[src/rtl/spec_char_filter.sv]
module spec_char_filter #(
  parameter int DATA_W = 8
) (
  input  logic              clk,
  input  logic              rst_n,
  input  logic              rx_valid,
  input  logic [DATA_W-1:0] rx_data,
  input  logic              spec_en,
  input  logic [1:0]        flow_mode,
  input  logic [DATA_W-1:0] xon1_val,
  input  logic [DATA_W-1:0] xoff1_val,
  input  logic [DATA_W-1:0] xon2_val,
  input  logic [DATA_W-1:0] xoff2_val,
  input  logic              irq_clr,
  output logic              push,
  output logic [DATA_W-1:0] push_data,
  output logic              irq_special,
  output logic              irq_xoff,
  output logic              irq_xon,
  output logic              tx_halt
);
  localparam logic [1:0] MODE_PAIR2 = 2'b01;
  localparam logic [1:0] MODE_PAIR1 = 2'b10;

  logic use1, use2, hit_off, hit_on, hit_spec;

  assign use1     = (flow_mode == MODE_PAIR1);
  assign use2     = (flow_mode == MODE_PAIR2);
  assign hit_off  = (use1 && rx_data == xoff1_val) || (use2 && rx_data == xoff2_val);
  assign hit_on   = (use1 && rx_data == xon1_val)  || (use2 && rx_data == xon2_val);
  assign hit_spec = spec_en && (rx_data == xoff2_val);

  assign push      = rx_valid && !hit_off && !hit_on;
  assign push_data = rx_data;

  always_ff @(posedge clk or negedge rst_n) begin
    if (!rst_n) begin
      irq_special <= 1'b0;
      irq_xoff    <= 1'b0;
      irq_xon     <= 1'b0;
      tx_halt     <= 1'b0;
    end else begin
      irq_special <= (irq_special && !irq_clr) || (rx_valid && hit_spec);
      irq_xoff    <= (irq_xoff && !irq_clr)    || (rx_valid && hit_off);
      irq_xon     <= (irq_xon && !irq_clr)     || (rx_valid && hit_on && !hit_off);
      if (rx_valid && hit_off)
        tx_halt <= 1'b1;
      else if (rx_valid && hit_on)
        tx_halt <= 1'b0;
    end
  end
endmodule


[config.mk]
export PLATFORM = sky130hd
export DESIGN_NAME = spec_char_filter
export DESIGN_NICKNAME = d
export VERILOG_FILES = /design/src/rtl/spec_char_filter.sv
export SDC_FILE = /design/constraint.sdc
export NUM_CORES = 1
export LEC_CHECK = 0
export CAP_MARGIN = 20
export CELL_PAD_IN_SITES_DETAIL_PLACEMENT = 1
export CELL_PAD_IN_SITES_GLOBAL_PLACEMENT = 1
export CORE_UTILIZATION = 20
export CTS_BUF_LIST = sky130_fd_sc_hd__clkbuf_8
export CTS_CLUSTER_DIAMETER = 40
export CTS_CLUSTER_SIZE = 24
export DETAILED_ROUTE_END_ITERATION = 8
export GPL_TIMING_DRIVEN = 0
export PLACE_DENSITY_LB_ADDON = 0.1
export SYNTH_ARGS = -nofsm -noshare
export SYNTH_HDL_FRONTEND = slang
export SYNTH_SLANG_ARGS = --single-unit
[constraint.sdc]
create_clock -name clk -period 1.9 [get_ports clk]
set_input_delay 0.38 -clock clk [delete_from_list [all_inputs] [get_ports clk]]
set_output_delay 0.38 -clock clk [all_outputs]
set_load 0.05 [all_outputs]
-- Word-level counts from Yosys, hierarchy flattened
Cells that the tools add are included.
- bits in registers: 4
- input bits: 47
- logic and storage cells: 35
- eq/ne operators: 6
- muxes and demuxes: 2
- reductions and logical operators: 23
- operators by type and width (kind ; count):
    $eq A8 B8 Y1 ; 4
    $logic_and A1 B1 Y1 ; 14
    $logic_or A1 B1 Y1 ; 5
    $logic_not A1 Y1 ; 3
    $eq A2 B1 Y1 const B ; 1
    $eq A2 B2 Y1 const B ; 1
    $mux W1 ; 2
    $reduce_bool A2 Y1 ; 1

-- Longest topological paths before layout
Gate-level depths: netlist of the first run.
- depth in word-level cells: 6
- mapped depth: 5
- mapped depth without buffers: 5

-- Least setup slack after synthesis of the first run
No wires, ideal clock.
- path type: input to output
- from: input port rx_data[5]
- to: output port push
- arrival: 1.415 ns
- path slack: 0.105 ns
- stages: 5
- cell sequence: xnor2_1 > nand3_1 > or4_1 > and2_4 > nor2b_4
- word-level cells in the longest chain between the ends: 6
- elaborated cells on any way between the ends: 14
- classes of those cells: 4 x eq/ne; 10 x reduce/logical
- ends and longest elaborated chain (element ; RTL line ; text):
    start: declaration ; 7 ; input logic [DATA_W-1:0] rx_data,
    $eq A8 B8 Y1 ; 29 ; assign hit_off = (use1 && rx_data == xoff1_val) || (use2 && rx_data == xoff2_val);
    $logic_and A1 B1 Y1 ; 29 ;
    $logic_or A1 B1 Y1 ; 29 ;
    $logic_not A1 Y1 ; 33 ; assign push = rx_valid && !hit_off && !hit_on;
    $logic_and A1 B1 Y1 ; 33 ;
    $logic_and A1 B1 Y1 (*) ; 33 ;
    end: declaration ; 15 ; output logic push,
Every way passes the cells marked *; elsewhere a longest branch is shown, timed or not.

-- Worst setup path after layout of the first run
- from: input port xoff1_val[7]
- to: output port push
- word-level cells in the longest chain between the ends: 6
- ends and longest elaborated chain (element ; RTL line ; text):
    start: declaration ; 11 ; input logic [DATA_W-1:0] xoff1_val,
    $eq A8 B8 Y1 ; 29 ;
    $logic_and A1 B1 Y1 ; 29 ;
    $logic_or A1 B1 Y1 ; 29 ;
    $logic_not A1 Y1 ; 33 ;
    $logic_and A1 B1 Y1 (2 in series) ; 33 ;
Every way passes these cells.

==> results.toml, run 1 <==
[run_status]
status = "finished with violations"
failed_checks = "setup timing"

[global_routing]
overflow = 0
grt_util_all_layers = 0.137
grt_pass1_wl_um = 3500
grt_pass1_vias = 809
grt_max_degree = 6
antenna_found_initial = 0

[worst_setup_path]
cpPeakStageDelay_ps = 520
crit_type = "input port to output port"
crit_buf_inv = 2
crit_slowest_cell = "or4_4"
path_max_fanout = 2
cp.arrival_ps = 1700
path_cells = "clkdlybuf4s15_1, xnor2_1, nand4_1, or4_4, nand3_4, nor2b_4, buf_8"
path_delay_family = "simple AND/OR/NAND/NOR gates"
worstPathRequired_ps = 1520
end_kind = "output port"
cp-start-kind = "input port"

[final_layout]
antennaDiodeCount = 0
drive_gt1_frac = 0.493
fin_util = 0.509
finish.instance_area_mm2 = 0.00147
area_growth_pct = 133
nets = 193

[detailed_routing]
vias = 777
drt-total-wl_um = 2330
viasPerCell = 4.18
drcViolationCount = 0
ant_nets = 0
routedWlPerCell_um = 12.5
dr.first_iter.drc_count = 7
drt_first_pass_iters = 4

[timing]
grt_setup_unrepaired = "yes"
finalCriticalPeriod_ps = 2080
timing.setup.tns_ps = -180
relSlewSlack = 0.660
finalHoldViolations = 0
period_share = 1.09
fmax_mhz = 481
setup_slack_ps = -180
skew_ps = 0
finalSetupViolations = 1
worstMarginPinSlew_ps = 509
maxSlewViolCount = 0

[clocking]
clk_pin_slew_ps = 30
root_buffer = "clkbuf_8"
cts_buffers = 3
htreeDepth = 1
cts_tree = "yes"
clk_latency_ps = 220
clockBufferDepth = 2
clock_sinks = 4

[placement]
placed_area_mm2 = 0.00127
place_congestion = 0.658
dp_hpwl_um = 1890
portBuffers = 59

[floorplanning]
initial_utilization = 0.219
die_w_um = 58.1
fp-row-count = 19
die_h_um = 58.1
core_mm2 = 0.00288
die_area_mm2 = 0.00338
pin_count = 60

[flow_run]
drv_cap = 0

[synth]
synth_seq_area_share = 0.159
synth_cell_types = 20
ys_ff_latch = 4
synthesis.instances = 74
synth_area_um2 = 629
synth.top_cell.area_share = 0.292
syn-num-nets = 121
synth_top_area_cell = "xnor2_1"
post_synth.cell_area_avg_um2 = 8.50
ys_warn_count = 0
yosys-top-cells-area = "xnor2_1, dfrtp_1, xor2_1"

[power_and_ir_drop]
pwr_density_cell_mw_per_mm2 = 396
vdd_drop_max_v = 0.000147
total_power_w = 0.000580
p_leak_nw = 0.673

[hold_path]
min_path_type = "input port to asynchronous set/reset pin"
## final timing paths
kind | to | start | cells after the start | slack [ps]
min reg2reg | irq_xoff$_DFF_PN0_ | irq_xoff$_DFF_PN0_ | 2 | 520
max reg2reg | tx_halt$_DFFE_PN0P_ | tx_halt$_DFFE_PN0P_ | 2 | 1280
max in group asynchronous | irq_xoff$_DFF_PN0_ | rst_n | 1 | 1350
min in group clk | irq_xoff$_DFF_PN0_ | irq_xoff$_DFF_PN0_ | 2 | 520
max | push | xoff1_val[7] | 7 | -180
min | irq_xon$_DFF_PN0_ | rst_n | 1 | 380
## state kept, by name, indices dropped and copies added (netlist names)
register,flops
tx_halt,1
irq_xoff,1
irq_xon,1
irq_special,1
## cells by family (layout without fill, tap and decap cells)
group | after synthesis | in the layout | synth area share
and+or+nand+nor | 20 | 20 | 0.203
DFF | 4 | 4 | 0.159
xor gates and xnor gates | 32 | 32 | 0.445
AOI/OAI and AO/OA | 6 | 6 | 0.0736
buffers and inverters | 12 | 82 | 0.119
## report_power, final
part	switching, W	total (W)	internal [W]
sequential	0.00000105	0.0000890	0.0000879
clock	0.0000482	0.000184	0.000136
combinational	0.000137	0.000308	0.000171
total	0.000186	0.000580	0.000394
## worst reg2reg max path, cell delays in order, from the launching register on
cell	delay, ps
dfrtp_1	370
inv_1	50
o21ai_0	80
## per-stage QoR
| stage | hold slack [ps] | instances | setup slack (ps) |
|---|---|---|---|
| after global routing | 386 | 186 | -239 |
| after CTS | 383 | 181 | -161 |
| after global placement | 510 | 175 | -1280 |
| after floorplan | 84.4 | 74 | 105 |
| final | 375 | 186 | -180 |
| after detailed placement | 516 | 175 | -1270 |
## cells in the mapped netlist, drive strengths merged
cell	n
o21ai	2
or4	3
xnor2	21
o22ai	2
nand4b	1
dfrtp	4
nand2b	2
a21bo	1
nand3	5
buf	8
nor2b	1
and2	1
nor2	2
a21boi	1
nor4	1
inv	4
nand4	3
xor2	11
nand2	1
## cell usage in the layout, fill, tap and decap left out, types with 2 or more instances in the layout
| cell | n |
|---|---|
| dlygate4sd2_1 | 3 |
| inv_1 | 4 |
| clkdlybuf4s50_1 | 19 |
| buf_4 | 17 |
| xor2_1 | 11 |
| nand4_1 | 3 |
| nand2b_4 | 2 |
| dfrtp_1 | 4 |
| or4_4 | 3 |
| clkbuf_2 | 6 |
| buf_6 | 9 |
| buf_2 | 9 |
| clkdlybuf4s15_1 | 7 |
| clkbuf_8 | 3 |
| buf_8 | 2 |
| o21ai_0 | 2 |
| xnor2_1 | 9 |
| xnor2_2 | 12 |
| nand3_1 | 4 |
## layer usage
layer  global-route usage  part of all wire  up-vias
met4               0.0306                 0        0
met5                    0                 0        -
li1                     -                 -      384
met1                0.137              0.34      358
met2                0.276              0.58       35
met3               0.0379             0.077        0
## final cells by class
| class | instances | area [um2] |
|---|---|---|
| repair buffers | 67 | 604 |
| well taps | 42 | 52.6 |
| flip-flops and latches | 4 | 100 |
| fillers | 341 | 1410 |
| inverters | 4 | 15.0 |
| multi-input cells | 58 | 592 |
| plain buffers | 8 | 60.1 |
| clock buffers | 3 | 41.3 |
## repair_timing
| item | in CTS | in global routing |
|---|---|---|
| setup buffers | 3 | 5 |
| pin swaps | 31 | 16 |
| gates resized for setup | 154 | 23 |
| setup endpoints to repair | 12 | 1 |
| hold buffers | 0 | 0 |
(Power assumes the default switching activity.)
==> run 2: changes to the inputs <==
--- a/config.mk
+++ b/config.mk
@@ -8,7 +8,7 @@
 export CAP_MARGIN = 20
 export CELL_PAD_IN_SITES_DETAIL_PLACEMENT = 1
 export CELL_PAD_IN_SITES_GLOBAL_PLACEMENT = 1
-export CORE_UTILIZATION = 20
+export CORE_UTILIZATION = 21
 export CTS_BUF_LIST = sky130_fd_sc_hd__clkbuf_8
 export CTS_CLUSTER_DIAMETER = 40
 export CTS_CLUSTER_SIZE = 24
==> constraint.sdc (replaced) <==
create_clock -name clk -period 2.4 [get_ports clk]
set_input_delay 0.48 -clock clk [delete_from_list [all_inputs] [get_ports clk]]
set_output_delay 0.48 -clock clk [all_outputs]
set_load 0.05 [all_outputs]
==> run 2 against run 1 <==
Compared with the run above:
- the run ends with DRC left
- worst setup slack improved by 190 ps
- final area down 3.3%
- core utilization fell by 0.44 points
==> results.toml, run 2 (same netlist as run 1, synthesis figures left out) <==
[global_routing]
grt_pass1_vias = 915
grt_pass1_wl_um = 3870
antenna_found_initial = 0
overflow = 0
grt_util_all_layers = 0.155
grt_max_degree = 6

[timing]
maxSlewViolCount = 0
fmax_mhz = 419
finalCriticalPeriod_ps = 2390
grt_setup_unrepaired = "yes"
relSlewSlack = 0.658
skew_ps = 0
setup_slack_ps = 14.1
period_share = 0.994
fin_hold_ws_ps = 475
finalSetupViolations = 0
finalHoldViolations = 0
worstMarginPinSlew_ps = 511

[detailed_routing]
viasPerCell = 4.37
drt_first_pass_iters = 6
ant_nets = 0
drt-total-wl_um = 2440
drcViolationCount = 2
routedWlPerCell_um = 13.6
vias = 786
dr.first_iter.drc_count = 10

[clocking]
hold_buffers = 0
cts_buffers = 3
clk_pin_slew_ps = 30
clockBufferDepth = 2
root_buffer = "clkbuf_8"
htreeDepth = 1
cts_tree = "yes"
clk_latency_ps = 210
clock_sinks = 4

[worst_setup_path]
cp.arrival_ps = 1910
cp-startpoint = "flow_mode[0]"
worstPathRequired_ps = 1920
crit_slowest_cell = "or4_4"
crit_type = "input port to output port"
path_max_fanout = 2
path_cells = "dlygate4sd2_1, nand2b_1, or4_4, and2_4, nor2b_4, buf_6"
cp-start-kind = "input port"
rr_startpoint = "irq_xoff$_DFF_PN0_"
cpPeakStageDelay_ps = 550
end_kind = "output port"

[power_and_ir_drop]
pwr_density_cell_mw_per_mm2 = 308
total_power_w = 0.000436
vdd_drop_max_v = 0.000133
p_leak_nw = 0.655

[run_status]
status = "finished with violations"
failed_checks = "DRC"

[flow_run]
drv_cap = 0

[final_layout]
nets = 198
layout_common_cells = "buf_4, clkdlybuf4s50_1, dlygate4sd2_1, xnor2_1, xor2_1"
drive_gt1_frac = 0.322
area_growth_pct = 125
antennaDiodeCount = 0

[floorplanning]
core_mm2 = 0.00281
die_w_um = 56.7
die_h_um = 56.7
fp-row-count = 19
die_area_mm2 = 0.00322
pin_count = 60
initial_utilization = 0.224

[placement]
pre_cts_slack_ps = -991
dp_hpwl_um = 1890
portBuffers = 59
place_congestion = 0.674

[hold_path]
min_path_type = "input port to asynchronous set/reset pin"
[run 2: cell types whose count changed in the layout (fill, tap and decap cells not counted), sizes merged]
cell	delta
dlygate4sd2	+16
buf	-9
clkbuf	-5
clkdlybuf4s50	+2
dlymetal6s2s	+1
[run 2: repair_timing]
| item | 4_1_cts | 5_1_grt |
|---|---|---|
| setup buffers | 11 | 2 |
| gates resized for setup | 85 | 9 |
| pin swaps | 31 | 11 |
| setup endpoints to repair | 9 | 2 |
| cloned | 0 | 0 |
[run 2: power by group]
group,internal (W),total (W),switching [W]
clock,0.000107,0.000140,0.0000330
combinational,0.000122,0.000226,0.000104
sequential,0.0000696,0.0000704,0.000000767
[run 2: area by class of cell]
| class | instances | area (um2) |
|---|---|---|
| Buffer | 8 | 60.1 |
| Multi-Input combinational cell | 58 | 529 |
| Fill cell | 344 | 1390 |
| Tap cell | 31 | 38.8 |
| Clock buffer | 3 | 41.3 |
| Sequential cell | 4 | 100 |
| Inverter | 4 | 15.0 |
| Timing Repair Buffer | 72 | 632 |
[run 2: critical path, delay by kind of cell]
family                 cells  cell delay (ps)
buffers and inverters      2              410
and+or+nand+nor            4             1030
[run 2: worst paths after layout]
check                                       to  slack (ps)  depth (start not counted)
max                                       push          10                          6
min                        tx_halt$_DFFE_PN0P_         470                          1
max reg2reg                 irq_xoff$_DFF_PN0_        1750                          2
min reg2reg                  irq_xon$_DFF_PN0_         540                          2
max in group asynchronous   irq_xoff$_DFF_PN0_        1750                          1
min in group clk             irq_xon$_DFF_PN0_         540                          2
[run 2: layer usage]
layer / wire length, um / part of all wire / GRT usage
met4: 4 / 0.0016 / 0.0418
met1: 874 / 0.36 / 0.160
met2: 1360 / 0.56 / 0.311
met5: 0 / 0 / 0
met3: 202 / 0.083 / 0.0323
[run 2: stage by stage]
stage	TNS, ps	cell area (um2)	utilization	cells
2_1_floorplan	0	629	-	74
3_3_place_gp	-2220	1260	0.449	164
3_5_place_dp	-2220	1260	0.449	164
4_1_cts	0	1390	0.495	178
5_1_grt	-42.9	1420	0.505	180
6_report	0	1420	0.505	180
==> run 3: changes to the inputs <==
==> constraint.sdc (replaced) <==
create_clock -name clk -period 2.4 [get_ports clk]
set_input_delay 0.48 -clock clk [delete_from_list [all_inputs] [get_ports clk]]
set_output_delay 0.48 -clock clk [all_outputs]
set_load 0.02 [all_outputs]
==> run 3 against run 2 <==
Compared with the run above:
- the run still ends with DRC left
- clock skew stayed put
- non-clock buffer count fell by 2
- sequential share of layout area increased by 0.082 points
- largest cell class unchanged
- global-route usage unchanged
- hold slack about the same
- worst setup slack gained 7.1 ps
- core utilization shrank 0.58 points
==> results.toml, run 3 (same netlist as run 1, synthesis figures left out) <==
[worst_setup_path]
end_kind = "output port"
path_max_fanout = 2
cp.arrival_ps = 1900
crit_type = "input port to output port"
worstRegToRegCells = 2
worstPathRequired_ps = 1920
cp-start-kind = "input port"

[timing]
maxSlewViolCount = 0
finalCriticalPeriod_ps = 2380
period_share = 0.991
skew_ps = 0
finalSetupViolations = 0
relSlewSlack = 0.814
timing.setup.tns_ps = 0
worstMarginPinSlew_ps = 277
fmax_mhz = 420
finalHoldViolations = 0
grt_setup_unrepaired = "yes"

[global_routing]
grt_pass1_wl_um = 3870
antenna_found_initial = 0
grt_pass1_vias = 915
overflow = 0
grt_max_degree = 6
grt_util_all_layers = 0.155

[clocking]
clockBufferDepth = 2
root_buffer = "clkbuf_8"
clk_pin_slew_ps = 30
clk_latency_ps = 210
htreeDepth = 1
cts_tree = "yes"
cts_buffers = 3
clock_sinks = 4

[final_layout]
finish.instance_area_mm2 = 0.00140
layout_common_cells = "dlygate4sd2_1, clkdlybuf4s50_1, buf_4, xnor2_1, xor2_1"
seq_area_um2 = 100
multiInputGateArea_um2 = 514
nFillCells = 348
drive_gt1_frac = 0.293
nets = 196
area_growth_pct = 122
antennaDiodeCount = 0

[detailed_routing]
drt_first_pass_iters = 6
routedWlPerCell_um = 13.1
viasPerCell = 4.35
drcViolationCount = 2
vias = 775
dr.first_iter.drc_count = 5
ant_nets = 0
drt-total-wl_um = 2330

[run_status]
status = "finished with violations"
failed_checks = "DRC"

[hold_path]
min_path_type = "input port to asynchronous set/reset pin"

[placement]
dp_hpwl_um = 1890
placed_area_mm2 = 0.00126
place_congestion = 0.674
portBuffers = 59

[floorplanning]
die_h_um = 56.7
die_area_mm2 = 0.00322
fp-row-count = 19
core_mm2 = 0.00281
die_w_um = 56.7
initial_utilization = 0.224
pin_count = 60

[power_and_ir_drop]
vdd_drop_max_v = 0.000133
pwr_density_cell_mw_per_mm2 = 294
p_leak_nw = 0.639

[flow_run]
drv_cap = 0
## run 3: path summary, 6_finish.rpt
check,from,end,slack (ps)
worst max register to register,irq_xoff$_DFF_PN0_,irq_xoff$_DFF_PN0_,1750
worst min register to register,irq_xon$_DFF_PN0_,irq_xon$_DFF_PN0_,540
worst max-delay path,xon2_val[1],push,20
max in group asynchronous,rst_n,irq_xoff$_DFF_PN0_,1750
worst min-delay path,rst_n,tx_halt$_DFFE_PN0P_,470
min in group clk,irq_xon$_DFF_PN0_,irq_xon$_DFF_PN0_,540
## run 3: where the power goes
part,internal (W),switching [W],total (W)
combinational,0.000121,0.0000804,0.000201
clock,0.000107,0.0000330,0.000140
sequential,0.0000696,0.000000767,0.0000704
total,0.000298,0.000114,0.000412
## run 3: area by class of cell
class,count,share of cell area
buffer,8,0.0429
sequential,4,0.0715
multi-input combinational,58,0.367
clock buffer,3,0.0295
inverter,4,0.0107
tap,31,0.0277
timing repair buffer,70,0.450
## run 3: timing repair
item | 4_1_cts | 5_1_grt
cloned | 0 | 0
buffers inserted | 11 | 0
hold buffers | 0 | 0
endpoints found under the setup margin | 1 | 2
resized for setup | 78 | 3
pin swaps | 31 | 6
## run 3: layer usage
metal / global-route usage / vias to the layer above / part of all wire
li1: - / 388 / -
met1: 0.160 / 351 / 0.35
met2: 0.311 / 34 / 0.56
met3: 0.0323 / 2 / 0.088
met4: 0.0418 / 0 / 0.0017
met5: 0 / - / 0
## run 3: critical path: stages
cell	delay (ps)
dlygate4sd2_1	240
xnor2_1	140
nand4_1	110
or4_4	530
and2_4	170
nor2b_4	120
buf_6	120
## run 3: per-stage QoR
step | worst slack (ps) | cells | utilization | power (W) | hold slack [ps]
2_1_floorplan | 437 | 74 | - | 0.000148 | 184
3_3_place_gp | -809 | 164 | 0.449 | 0.000267 | 511
3_5_place_dp | -828 | 164 | 0.449 | 0.000270 | 539
4_1_cts | 1.49 | 178 | 0.496 | 0.000414 | 477
5_1_grt | -32.7 | 178 | 0.499 | 0.000434 | 494
6_report | 21.2 | 178 | 0.499 | 0.000412 | 475
